`config.mk`:
```
export PLATFORM = sky130hd
export DESIGN_NAME = tapped_divider
export DESIGN_NICKNAME = d
export VERILOG_FILES = /design/src/rtl/tapdiv_pkg.sv /design/src/rtl/tapdiv_release_sync.sv /design/src/rtl/tapdiv_stage.sv /design/src/rtl/tapdiv_chain.sv /design/src/rtl/tapdiv_tap_select.sv /design/src/rtl/tapped_divider.sv
export SDC_FILE = /design/constraint.sdc
export NUM_CORES = 1
export LEC_CHECK = 0
export ABC_AREA = 1
export BUFFER_PORTS_ARGS = -buffer_cell sky130_fd_sc_hd__buf_4
export CAP_MARGIN = 30
export CELL_PAD_IN_SITES_DETAIL_PLACEMENT = 1
export CELL_PAD_IN_SITES_GLOBAL_PLACEMENT = 1
export CORE_MARGIN = 4
export CORE_UTILIZATION = 36
export CTS_CLUSTER_SIZE = 12
export DETAILED_ROUTE_END_ITERATION = 7
export HOLD_SLACK_MARGIN = 0.15
export PLACE_DENSITY_LB_ADDON = 0.25
export SLEW_MARGIN = 40
export SYNTH_ARGS = -nofsm -noshare
export SYNTH_HDL_FRONTEND = slang
export SYNTH_SLANG_ARGS = --single-unit
```
`constraint.sdc`:
```
create_clock -name clk_i -period 3.4 [get_ports clk_i]
set_input_delay 0.17 -clock clk_i [delete_from_list [all_inputs] [get_ports clk_i]]
set_output_delay 0.17 -clock clk_i [all_outputs]
set_load 0.05 [all_outputs]
```
`src/rtl/tapdiv_pkg.sv`:
```
package tapdiv_pkg;

  localparam int DIV_STAGES    = 14;
  localparam int DIV_TAP_FIRST = 4;
  localparam int DIV_TAP_SKIP  = 11;
  localparam int DIV_SYNC      = 2;

  // number of stages driven out: first..stages, minus the skipped one
  function automatic int tap_count(int stages, int first, int skip);
    int n;
    n = stages - first + 1;
    if (skip >= first && skip <= stages) n = n - 1;
    return n;
  endfunction

  // stage number (1-based) carried on tap bit idx
  function automatic int tap_stage(int idx, int first, int skip);
    int s;
    s = first + idx;
    if (skip >= first && s >= skip) s = s + 1;
    return s;
  endfunction

endpackage

```
`src/rtl/tapdiv_release_sync.sv`:
```
module tapdiv_release_sync #(
  parameter int DEPTH = 2
) (
  input  logic clk_i,
  input  logic rst_n_i,
  output logic run_o
);

  logic [DEPTH-1:0] sync_q;
  logic [DEPTH-1:0] sync_d;

  generate
    if (DEPTH == 1) begin : g_single
      always_comb sync_d = 1'b1;
    end else begin : g_multi
      always_comb sync_d = {sync_q[DEPTH-2:0], 1'b1};
    end
  endgenerate

  always_ff @(negedge clk_i or negedge rst_n_i) begin
    if (!rst_n_i) sync_q <= '0;
    else          sync_q <= sync_d;
  end

  assign run_o = sync_q[DEPTH-1];

endmodule

```
`src/rtl/tapdiv_stage.sv`:
```
module tapdiv_stage (
  input  logic clk_i,
  input  logic rst_n_i,
  input  logic tog_i,
  output logic q_o
);

  logic q_q;
  logic q_d;

  always_comb q_d = q_q ^ tog_i;

  always_ff @(negedge clk_i or negedge rst_n_i) begin
    if (!rst_n_i) q_q <= 1'b0;
    else          q_q <= q_d;
  end

  assign q_o = q_q;

endmodule

```
`src/rtl/tapdiv_chain.sv`:
```
module tapdiv_chain #(
  parameter int STAGES = 14
) (
  input  logic              clk_i,
  input  logic              rst_n_i,
  input  logic              en_i,
  output logic [STAGES-1:0] count_o
);

  logic [STAGES-1:0] carry;

  assign carry[0] = en_i;

  for (genvar k = 0; k < STAGES; k++) begin : g_stage
    tapdiv_stage u_stage (
      .clk_i   (clk_i),
      .rst_n_i (rst_n_i),
      .tog_i   (carry[k]),
      .q_o     (count_o[k])
    );
    if (k < STAGES - 1) begin : g_carry
      assign carry[k+1] = carry[k] & count_o[k];
    end
  end

endmodule

```
`src/rtl/tapdiv_tap_select.sv`:
```
module tapdiv_tap_select #(
  parameter int STAGES    = 14,
  parameter int TAP_FIRST = 4,
  parameter int TAP_SKIP  = 11,
  parameter int NTAPS     = 10
) (
  input  logic [STAGES-1:0] count_i,
  output logic [NTAPS-1:0]  taps_o
);

  logic unused_count;
  assign unused_count = ^count_i;

  for (genvar i = 0; i < NTAPS; i++) begin : g_tap
    localparam int SRC = tapdiv_pkg::tap_stage(i, TAP_FIRST, TAP_SKIP);
    assign taps_o[i] = count_i[SRC-1];
  end

endmodule

```
`src/rtl/tapped_divider.sv`:
```
module tapped_divider
  import tapdiv_pkg::*;
#(
  parameter  int STAGES      = DIV_STAGES,
  parameter  int TAP_FIRST   = DIV_TAP_FIRST,
  parameter  int TAP_SKIP    = DIV_TAP_SKIP,
  parameter  int SYNC_STAGES = DIV_SYNC,
  localparam int NTAPS       = tap_count(STAGES, TAP_FIRST, TAP_SKIP)
) (
  input  logic             clk_i,
  input  logic             rst_i,
  output logic [NTAPS-1:0] taps_o,
  output logic             osc_en_o,
  output logic             strobe_o
);

  logic              rst_n;
  logic              run;
  logic [STAGES-1:0] count;

  assign rst_n = ~rst_i;

  tapdiv_release_sync #(.DEPTH(SYNC_STAGES)) u_sync (
    .clk_i   (clk_i),
    .rst_n_i (rst_n),
    .run_o   (run)
  );

  tapdiv_chain #(.STAGES(STAGES)) u_chain (
    .clk_i   (clk_i),
    .rst_n_i (rst_n),
    .en_i    (run),
    .count_o (count)
  );

  tapdiv_tap_select #(
    .STAGES    (STAGES),
    .TAP_FIRST (TAP_FIRST),
    .TAP_SKIP  (TAP_SKIP),
    .NTAPS     (NTAPS)
  ) u_taps (
    .count_i (count),
    .taps_o  (taps_o)
  );

  // oscillator must keep running through the release synchronizer
  assign osc_en_o = rst_n;

  // taps are steady through the low phase that follows each update
  assign strobe_o = run & ~clk_i;

endmodule

```
==> results of run 1 <==
## report_power, final
group / switching, mW / internal (mW) / total [mW]
Sequential: 0.0175 / 0.234 / 0.252
Clock: 0.0919 / 0.0897 / 0.182
Combinational: 0.0990 / 0.0415 / 0.141
## cell type report
class / instances / area (um2)
Sequential cell: 16 / 400.4
Tap cell: 25 / 31.28
Inverter: 4 / 15.01
Fill cell: 194 / 974.7
Clock buffer: 7 / 52.55
Timing Repair Buffer: 12 / 90.09
Multi-Input combinational cell: 18 / 181.4
## cells in the final DEF, fill, tap and decap left out, drive strengths merged
cell type  synthesis  final
buf               10     13
clkbuf             0      6
conb               1      1
dfrtn             16     16
ha                13     13
inv                4      4
nand2              3      3
nor2               1      1
## stage by stage
step | std cells | instance area, um2 | total power [mW]
final | 82 | 770.7 | 0.5738
after global routing | 82 | 770.7 | 0.6190
after CTS | 82 | 770.7 | 0.5935
after detailed placement | 76 | 725.7 | 0.4374
after global placement | 76 | 725.7 | 0.4318
after floorplan | 48 | 671.9 | 0.4074
## how the worst min path moves through the flow
| stage | to | from |
|---|---|---|
| global route | u_sync.sync_q[1]$_DFF_NP0_ | u_sync.sync_q[0]$_DFF_NP0_ |
| CTS | u_sync.sync_q[1]$_DFF_NP0_ | u_sync.sync_q[0]$_DFF_NP0_ |
| finish | u_sync.sync_q[1]$_DFF_NP0_ | u_sync.sync_q[0]$_DFF_NP0_ |
| global placement | u_sync.sync_q[1]$_DFF_NP0_ | u_sync.sync_q[0]$_DFF_NP0_ |
| detailed placement | u_sync.sync_q[1]$_DFF_NP0_ | u_sync.sync_q[0]$_DFF_NP0_ |
| floorplan | u_sync.sync_q[1]$_DFF_NP0_ | u_sync.sync_q[0]$_DFF_NP0_ |
## routing by layer
layer  GRT usage [%]  up-vias
met5               0        -
met1           9.945      165
met3           7.580        5
met4           11.21        0
li1                -      159
met2           10.30       13
## sequential cells by signal, indices dropped and copies added, names as in the netlist
signal,flops
u_sync.sync_q,2
u_chain.g_stage.u_stage.q_o,14
## kinds of logic after synthesis
| group | Yosys count | synth area share (%) |
|---|---|---|
| buffers and inverters | 14 | 13.41 |
| other | 1 | 0.5581 |
| DFF | 16 | 59.59 |
| and+or+nand+nor | 4 | 2.234 |
| adders and majority gates | 13 | 24.21 |
## worst max-delay path, delay by kind of cell (launching register included)
family / cells / cell delay, ns
flops: 1 / 0.43
buf+inv: 2 / 0.24
simple gates: 1 / 0.09
==> impl_metrics.py, run 1 <==
metrics = {
    "run_status": {
        "status": "completed",
    },
    "logic_synthesis": {
        "ys_types": 7,
        "ys_warn_count": 0,
        "synth_edf_count": 0,
        "synth_common_cells": "16 x dfrtn_1, 13 x ha_1, 10 x buf_4, 4 x inv_1, 3 x nand2_1",
        "yosysMostFrequentCell": "dfrtn_1",
        "yosysTopAreaCell": "dfrtn_1",
        "async_flop_share_pct": 100.0,
        "ys_seq_elements": 16,
        "synth_ff_type": "dfrtn_1",
        "syn_area_um2": 671.9,
        "syn_inst": 48,
        "synth_area_per_cell_um2": 14.00,
        "yosysTopAreaCellShare_pct": 59.59,
        "synth.area.top_cells": "dfrtn_1 60%, ha_1 24%, buf_4 11%",
        "syn_nets": 63,
        "yosysSeqAreaShare_pct": 59.59,
    },
    "worst_setup_path": {
        "regToRegSetupSlack_ns": 0.40,
        "endpoint_kind": "output pin",
        "startpoint": "u_sync.sync_q[1]$_DFF_NP0_",
        "slowest_stage": "dfrtn_1",
        "cp.required_ns": 3.23,
        "crit_path_max_fanout": 2,
        "worst-setup-path-type": "flop to output pin",
        "r2r_cells": 15,
        "crit_end": "strobe_o",
        "worstReg2RegEnd": "u_chain.g_stage[13].u_stage.q_o$_DFF_NP0_",
        "critPathMaxStageDelay_ns": 0.43,
        "reg2reg_from": "u_sync.sync_q[1]$_DFF_NP0_",
        "startpoint_type": "flop",
        "crit_chain": "inv_1 > nor2_1 > buf_4",
        "cp.arrival_ns": 2.86,
    },
    "floorplan": {
        "die_x_um": 51.20,
        "die_h_um": 51.20,
        "core_mm2": 0.001745,
        "boundaryPins": 14,
        "num_rows": 15,
        "initial_utilization_pct": 38.49,
        "dieArea_mm2": 0.002621,
    },
    "route": {
        "dr_total_vias": 342,
        "dr.max_layer_used": "met4",
        "wl_met3_um": 85,
        "drt-wirelength-per-cell_um": 10.45,
        "wl_um": 857,
        "met1Wirelength_um": 374,
        "drtPass1Iterations": 1,
        "drc": 0,
        "drtAntennaViolNets": 0,
        "viasPerCell": 4.171,
        "drt_iter0_drc": 0,
        "wl_met2_um": 354,
    },
    "power": {
        "p_leak_nw": 0.4620,
        "peakVddDrop_uv": 387.4,
        "power_per_cell_area_mw_per_mm2": 744.5,
    },
    "cts": {
        "clk_pin_slew_worst_paths_ns": 0.06,
        "cts_resized": 0,
        "cts_tree": "yes",
        "clk-insertion-delay-late_ns": 0.40,
        "cts_setup_buffers": 0,
        "cts_hold_buf": 0,
    },
    "cells_and_area": {
        "area_delta_synth_final_pct": 14.71,
        "final_net_count": 74,
        "insertedDiodeCount": 0,
        "fin_util_pct": 44.16,
        "drive_gt1_share_pct": 33.33,
    },
    "timing": {
        "holdWs_ns": 0.3058,
        "tightest_slew_ns": 0.6078,
        "hold_viol": 0,
        "finalMaxSlewViolations": 0,
        "rsz0062_at_grt": "false",
        "setup_viol": 0,
        "setup_tns_ns": 0,
        "fin_ws_ns": 0.3660,
        "slew_headroom_pct": 59.43,
        "skew_ns": 0.001643,
    },
    "run": {
        "cap_violations": 0,
    },
    "global_route": {
        "grt_usage_pct": 9.462,
        "grt_antenna_before_repair": 0,
        "overflow": 0,
        "grt_start_max_net_pins": 18,
        "grt_pass1_vias": 399,
        "grt_pass1_wl_um": 1614,
    },
    "placement": {
        "dp_slack_ns": 0.3926,
        "numPortBuffers": 13,
        "hpwl_um": 621.9,
        "gp_congestion": 0.6294,
    },
    "hold_path": {
        "hp-class": "flop to flop",
        "min_path_cells": 0,
    },
}
(Power assumes the default switching activity.)
==> run 2, diff against run 1 <==
- clock period: 3.4 -> 2.92 ns (I/O delays scaled with it)
==> run 2 against run 1 <==
Sequential share of layout area shrank 3.2 points. Total power grew 26%. Largest power group unchanged. Register-to-register slack lost 0.29 ns. Cell area grew 6.5%. Global-route usage shrank 0.24 points. Cell count grew 2.4%. Critical path depth grew 1. Combinational power grew 23%. Setup slack lost 0.26 ns. Flip-flop and latch count is the same. Highest routed layer unchanged. Core utilization grew 2.9 points.
==> impl_metrics.py, run 2 (synthesized netlist as in run 1, its figures left out) <==
metrics = {
    "floorplan": {
        "boundaryPins": 14,
        "dieArea_mm2": 0.002621,
        "initial_utilization_pct": 38.49,
        "core_mm2": 0.001745,
        "die_x_um": 51.20,
        "num_rows": 15,
        "die_h_um": 51.20,
    },
    "power": {
        "p_leak_nw": 0.4517,
        "finalPower_mw": 0.7221,
        "power_per_cell_area_mw_per_mm2": 879.8,
        "peakVddDrop_uv": 451.8,
    },
    "route": {
        "viasPerCell": 4.095,
        "drt_iter0_drc": 0,
        "drtAntennaViolNets": 0,
        "drt-wirelength-per-cell_um": 10.50,
        "drc": 0,
        "drtPass1Iterations": 1,
        "dr_total_vias": 344,
        "wl_um": 882,
    },
    "timing": {
        "slew_headroom_pct": 58.55,
        "tightest_slew_ns": 0.6210,
        "fin_crit_sh_pct": 96.51,
        "setup_viol": 0,
        "skew_ns": 0.0004692,
        "hold_viol": 0,
        "setup_tns_ns": 0,
        "holdWs_ns": 0.3121,
        "finalCriticalPeriod_ns": 2.818,
        "rsz0062_at_grt": "false",
        "fmax_ghz": 0.3556,
        "finalMaxSlewViolations": 0,
    },
    "global_route": {
        "overflow": 0,
        "grt_pass1_vias": 400,
        "grt_start_max_net_pins": 18,
        "grt_pass1_wl_um": 1573,
        "grt_antenna_before_repair": 0,
        "grt_usage_pct": 9.226,
    },
    "cells_and_area": {
        "largest_reg_flops": 14,
        "drive_gt1_share_pct": 52.54,
        "multiInputGateArea_um2": 206.4,
        "n_fill_cell": 189,
        "most-common-layout-cells": "16 x dfrtn_1, 13 x buf_4, 9 x ha_2",
        "final_common_cell": "dfrtn_1",
        "insertedDiodeCount": 0,
        "ff_latch_area_um2": 400.4,
        "area_delta_synth_final_pct": 22.16,
        "final_net_count": 75,
    },
    "worst_setup_path": {
        "cp.required_ns": 2.77,
        "startpoint_type": "flop",
        "cp.arrival_ns": 2.67,
        "crit_path_max_fanout": 2,
        "endpoint_kind": "output pin",
        "worst-setup-path-type": "flop to output pin",
    },
    "placement": {
        "numPortBuffers": 13,
        "gp_congestion": 0.6389,
        "hpwl_um": 631.8,
    },
    "run": {
        "cap_violations": 0,
    },
    "cts": {
        "clk_pin_slew_worst_paths_ns": 0.06,
        "cts_setup_buffers": 0,
        "cts_tree": "yes",
        "clk-insertion-delay-late_ns": 0.40,
    },
    "run_status": {
        "status": "completed",
    },
    "hold_path": {
        "hp-class": "flop to flop",
    },
}
-- run 2: cell count changes in the layout (fill, tap and decap cells not counted) --
cell      before  now
nor2_2         0    1
ha_1          13    4
ha_2           0    9
clkbuf_8       0    1
nor2_1         1    0
buf_6          0    1
-- run 2: area by class of cell --
cell class | count | area share (%)
well taps | 25 | 3.811
inverters | 4 | 1.829
repair buffers | 13 | 11.89
flip-flops and latches | 16 | 48.78
clock buffers | 8 | 8.537
multi-input cells | 18 | 25.15
-- run 2: final timing paths --
path,depth (start not counted),start,endpoint,slack (ns)
hold reg to reg,0,u_sync.sync_q[0]$_DFF_NP0_,u_sync.sync_q[1]$_DFF_NP0_,0.31
setup / recovery,4,u_sync.sync_q[1]$_DFF_NP0_,strobe_o,0.10
setup reg to reg,15,u_sync.sync_q[1]$_DFF_NP0_,u_chain.g_stage[13].u_stage.q_o$_DFF_NP0_,0.11
hold / removal,0,u_sync.sync_q[0]$_DFF_NP0_,u_sync.sync_q[1]$_DFF_NP0_,0.31
min in group asynchronous,2,rst_i,u_sync.sync_q[0]$_DFF_NP0_,1.17
max in group asynchronous,2,rst_i,u_chain.g_stage[13].u_stage.q_o$_DFF_NP0_,1.32
-- run 2: where the power goes --
group	internal [mW]	leakage, nW	total [mW]	switching [mW]
clock	0.139	0.0428	0.254	0.115
combinational	0.0547	0.202	0.173	0.118
sequential	0.273	0.207	0.295	0.0218
-- run 2: critical path, cell delays in order (launching register included) --
cell	delay, ns
dfrtn_1	0.42
buf_4	0.11
inv_1	0.04
nor2_2	0.09
buf_6	0.16
-- run 2: per-layer routing --
metal	vias up	part of all wire (%)	track usage, %
met2	13	48	11.59
met4	0	2.6	10.76
li1	163	-	-
met3	2	9.5	6.414
met1	166	39	9.057
met5	-	0	0
-- run 2: repair_timing --
action,CTS,global route
hold buffers,0,0
gates resized for setup,6,5
pin swaps,0,1
endpoints found under the setup margin,2,4
-- run 2: through the flow --
step,area [um2],instances,worst slack (ns),utilization [%]
2_1_floorplan,671.9,48,0.08907,-
3_3_place_gp,733.2,77,-0.06660,42.01
3_5_place_dp,733.2,77,-0.09577,42.01
4_1_cts,807.0,84,0.005147,46.24
5_1_grt,820.8,84,0.007260,47.03
6_report,820.8,84,0.1019,47.03
==> run 3, diff against run 2 <==
- PLACE_DENSITY: not set -> 0.73
- PLACE_DENSITY_LB_ADDON: 0.25 -> not set
==> run 3 against run 2 <==
Clock-buffer cell count shrank 1. Setup slack gained 0.019 ns. First-iteration DRC count is the same. Clock skew is essentially flat. Critical path depth grew 11. Non-clock buffer count shrank 1. Global-route usage shrank 0.86 points. Total power shrank 6.8%. Core utilization shrank 1.4 points. Highest routed layer unchanged.
==> impl_metrics.py, run 3 (synthesized netlist as in run 1, its figures left out) <==
metrics = {
    "timing": {
        "finalMaxSlewViolations": 0,
        "fin_ws_ns": 0.1205,
        "slew_headroom_pct": 60.77,
        "skew_ns": 0.0003071,
        "fmax_ghz": 0.3572,
        "fin_crit_sh_pct": 95.87,
        "finalCriticalPeriod_ns": 2.800,
        "tightest_slew_ns": 0.5879,
        "setup_viol": 0,
        "hold_viol": 0,
    },
    "cells_and_area": {
        "insertedDiodeCount": 0,
        "n_fill_cell": 200,
        "fin_util_pct": 45.59,
        "fin_area_um2": 795.8,
        "drive_gt1_share_pct": 50.88,
        "final_common_cell": "dfrtn_1",
        "largest_reg_flops": 14,
        "most-common-layout-cells": "16 x dfrtn_1, 13 x buf_4, 10 x ha_2",
        "area_delta_synth_final_pct": 18.44,
        "final_net_count": 74,
    },
    "global_route": {
        "grt_usage_pct": 8.364,
        "grt_pass1_wl_um": 1421,
        "grt_pass1_vias": 378,
        "overflow": 0,
        "grt_start_max_net_pins": 18,
        "grt_antenna_before_repair": 0,
    },
    "power": {
        "intPower_mw": 0.4302,
        "clock_power_share_pct": 30.8,
        "switchingPower_mw": 0.2431,
        "power_per_cell_area_mw_per_mm2": 846.0,
        "combPwrFrac_pct": 25.3,
        "peakVddDrop_uv": 387.8,
        "finalPower_mw": 0.6733,
        "swShare_pct": 36.11,
        "p_seq_share_pct": 43.8,
        "p_leak_nw": 0.4354,
    },
    "floorplan": {
        "dieArea_mm2": 0.002621,
        "core_mm2": 0.001745,
        "die_x_um": 51.20,
        "boundaryPins": 14,
        "initial_utilization_pct": 38.49,
        "num_rows": 15,
        "die_h_um": 51.20,
    },
    "worst_setup_path": {
        "cp.required_ns": 4.64,
        "cp.arrival_ns": 4.52,
        "worst-setup-path-type": "flop to flop",
        "startpoint": "u_sync.sync_q[1]$_DFF_NP0_",
        "crit_end": "u_chain.g_stage[13].u_stage.q_o$_DFF_NP0_",
        "r2r_cells": 15,
        "reg2reg_from": "u_sync.sync_q[1]$_DFF_NP0_",
        "crit_path_max_fanout": 2,
        "worstReg2RegEnd": "u_chain.g_stage[13].u_stage.q_o$_DFF_NP0_",
        "startpoint_type": "flop",
        "endpoint_kind": "flop",
        "regToRegSetupSlack_ns": 0.12,
    },
    "route": {
        "drt_iter0_drc": 0,
        "drtPass1Iterations": 1,
        "viasPerCell": 4.280,
        "dr_total_vias": 351,
        "wl_um": 872,
        "drc": 0,
        "drt-wirelength-per-cell_um": 10.63,
        "drtAntennaViolNets": 0,
    },
    "cts": {
        "cts_hold_buf": 0,
        "clk_pin_slew_worst_paths_ns": 0.06,
        "cts_setup_buffers": 0,
        "clk-insertion-delay-late_ns": 0.40,
        "cts_tree": "yes",
    },
    "placement": {
        "numPortBuffers": 13,
        "gp_congestion": 0.6171,
        "dp_slack_ns": -0.1045,
        "dpl_cell_area_um2": 725.7,
    },
    "run": {
        "cap_violations": 0,
    },
    "run_status": {
        "status": "completed",
    },
    "hold_path": {
        "hp-class": "flop to flop",
    },
}
==> run 3: cell types whose count changed in the layout (fill, tap and decap cells not counted), sizes merged <==
cell,change
clkbuf,-1
buf,-1
==> run 3: worst max-delay path: stages (launching register included) <==
cell and delay [ns]:
dfrtn_1 0.35, ha_2 0.17, ha_1 0.18, ha_2 0.17, ha_2 0.16, ha_2 0.17
ha_2 0.16, ha_2 0.16, ha_1 0.18, ha_1 0.18, ha_2 0.17, ha_2 0.17
ha_2 0.16, ha_2 0.17, nand2_1 0.06, nand2_1 0.04
==> run 3: how the worst min path moves through the flow <==
stage                                           from  cells past startpoint                    endpoint  slack, ns
final                     u_sync.sync_q[0]$_DFF_NP0_                      0  u_sync.sync_q[1]$_DFF_NP0_       0.29
after global routing      u_sync.sync_q[0]$_DFF_NP0_                      0  u_sync.sync_q[1]$_DFF_NP0_       0.31
after CTS                 u_sync.sync_q[0]$_DFF_NP0_                      0  u_sync.sync_q[1]$_DFF_NP0_       0.30
after detailed placement  u_sync.sync_q[0]$_DFF_NP0_                      0  u_sync.sync_q[1]$_DFF_NP0_       0.30
after global placement    u_sync.sync_q[0]$_DFF_NP0_                      0  u_sync.sync_q[1]$_DFF_NP0_       0.29
after floorplan           u_sync.sync_q[0]$_DFF_NP0_                      0  u_sync.sync_q[1]$_DFF_NP0_       0.29
==> run 3: metal layers <==
metal	up-vias	track usage, %	wire length, um
met1	173	7.407	323
met4	0	8.969	42
met2	10	10.52	430
met5	-	0	0
met3	6	7.580	75
li1	162	-	-
==> run 3: cell type report <==
cell class                 instances  area, um2  area share [%]
sequential                        16      400.4           50.31
clock buffer                       7      52.55           6.604
timing repair buffer              12      90.09           11.32
inverter                           4      15.01           1.887
tap                               25      31.28           3.931
multi-input combinational         18      206.4           25.94
==> run 3: per-stage QoR <==
step	instances	setup TNS [ns]	hold slack [ns]
after global routing	82	-0.01932	0.3068
after global placement	76	-0.07001	0.2923
after CTS	82	0	0.2966
after detailed placement	76	-0.1922	0.2961
final	82	0	0.2943
after floorplan	48	0	0.2917
==> run 3: power groups by stage <==
stage / sequential (mW) / combinational (mW) / clock (mW)
2_1_floorplan: 0.292 / 0.151 / 0.0312
3_3_place_gp: 0.296 / 0.164 / 0.0423
3_5_place_dp: 0.297 / 0.171 / 0.0423
4_1_cts: 0.294 / 0.174 / 0.222
5_1_grt: 0.302 / 0.191 / 0.234
6_report: 0.295 / 0.171 / 0.208
==> run 3: repair_timing <==
action / in CTS / in global routing
resized for setup: 6 / 4
pin swaps: 0 / 1
endpoints found under the setup margin: 2 / 2
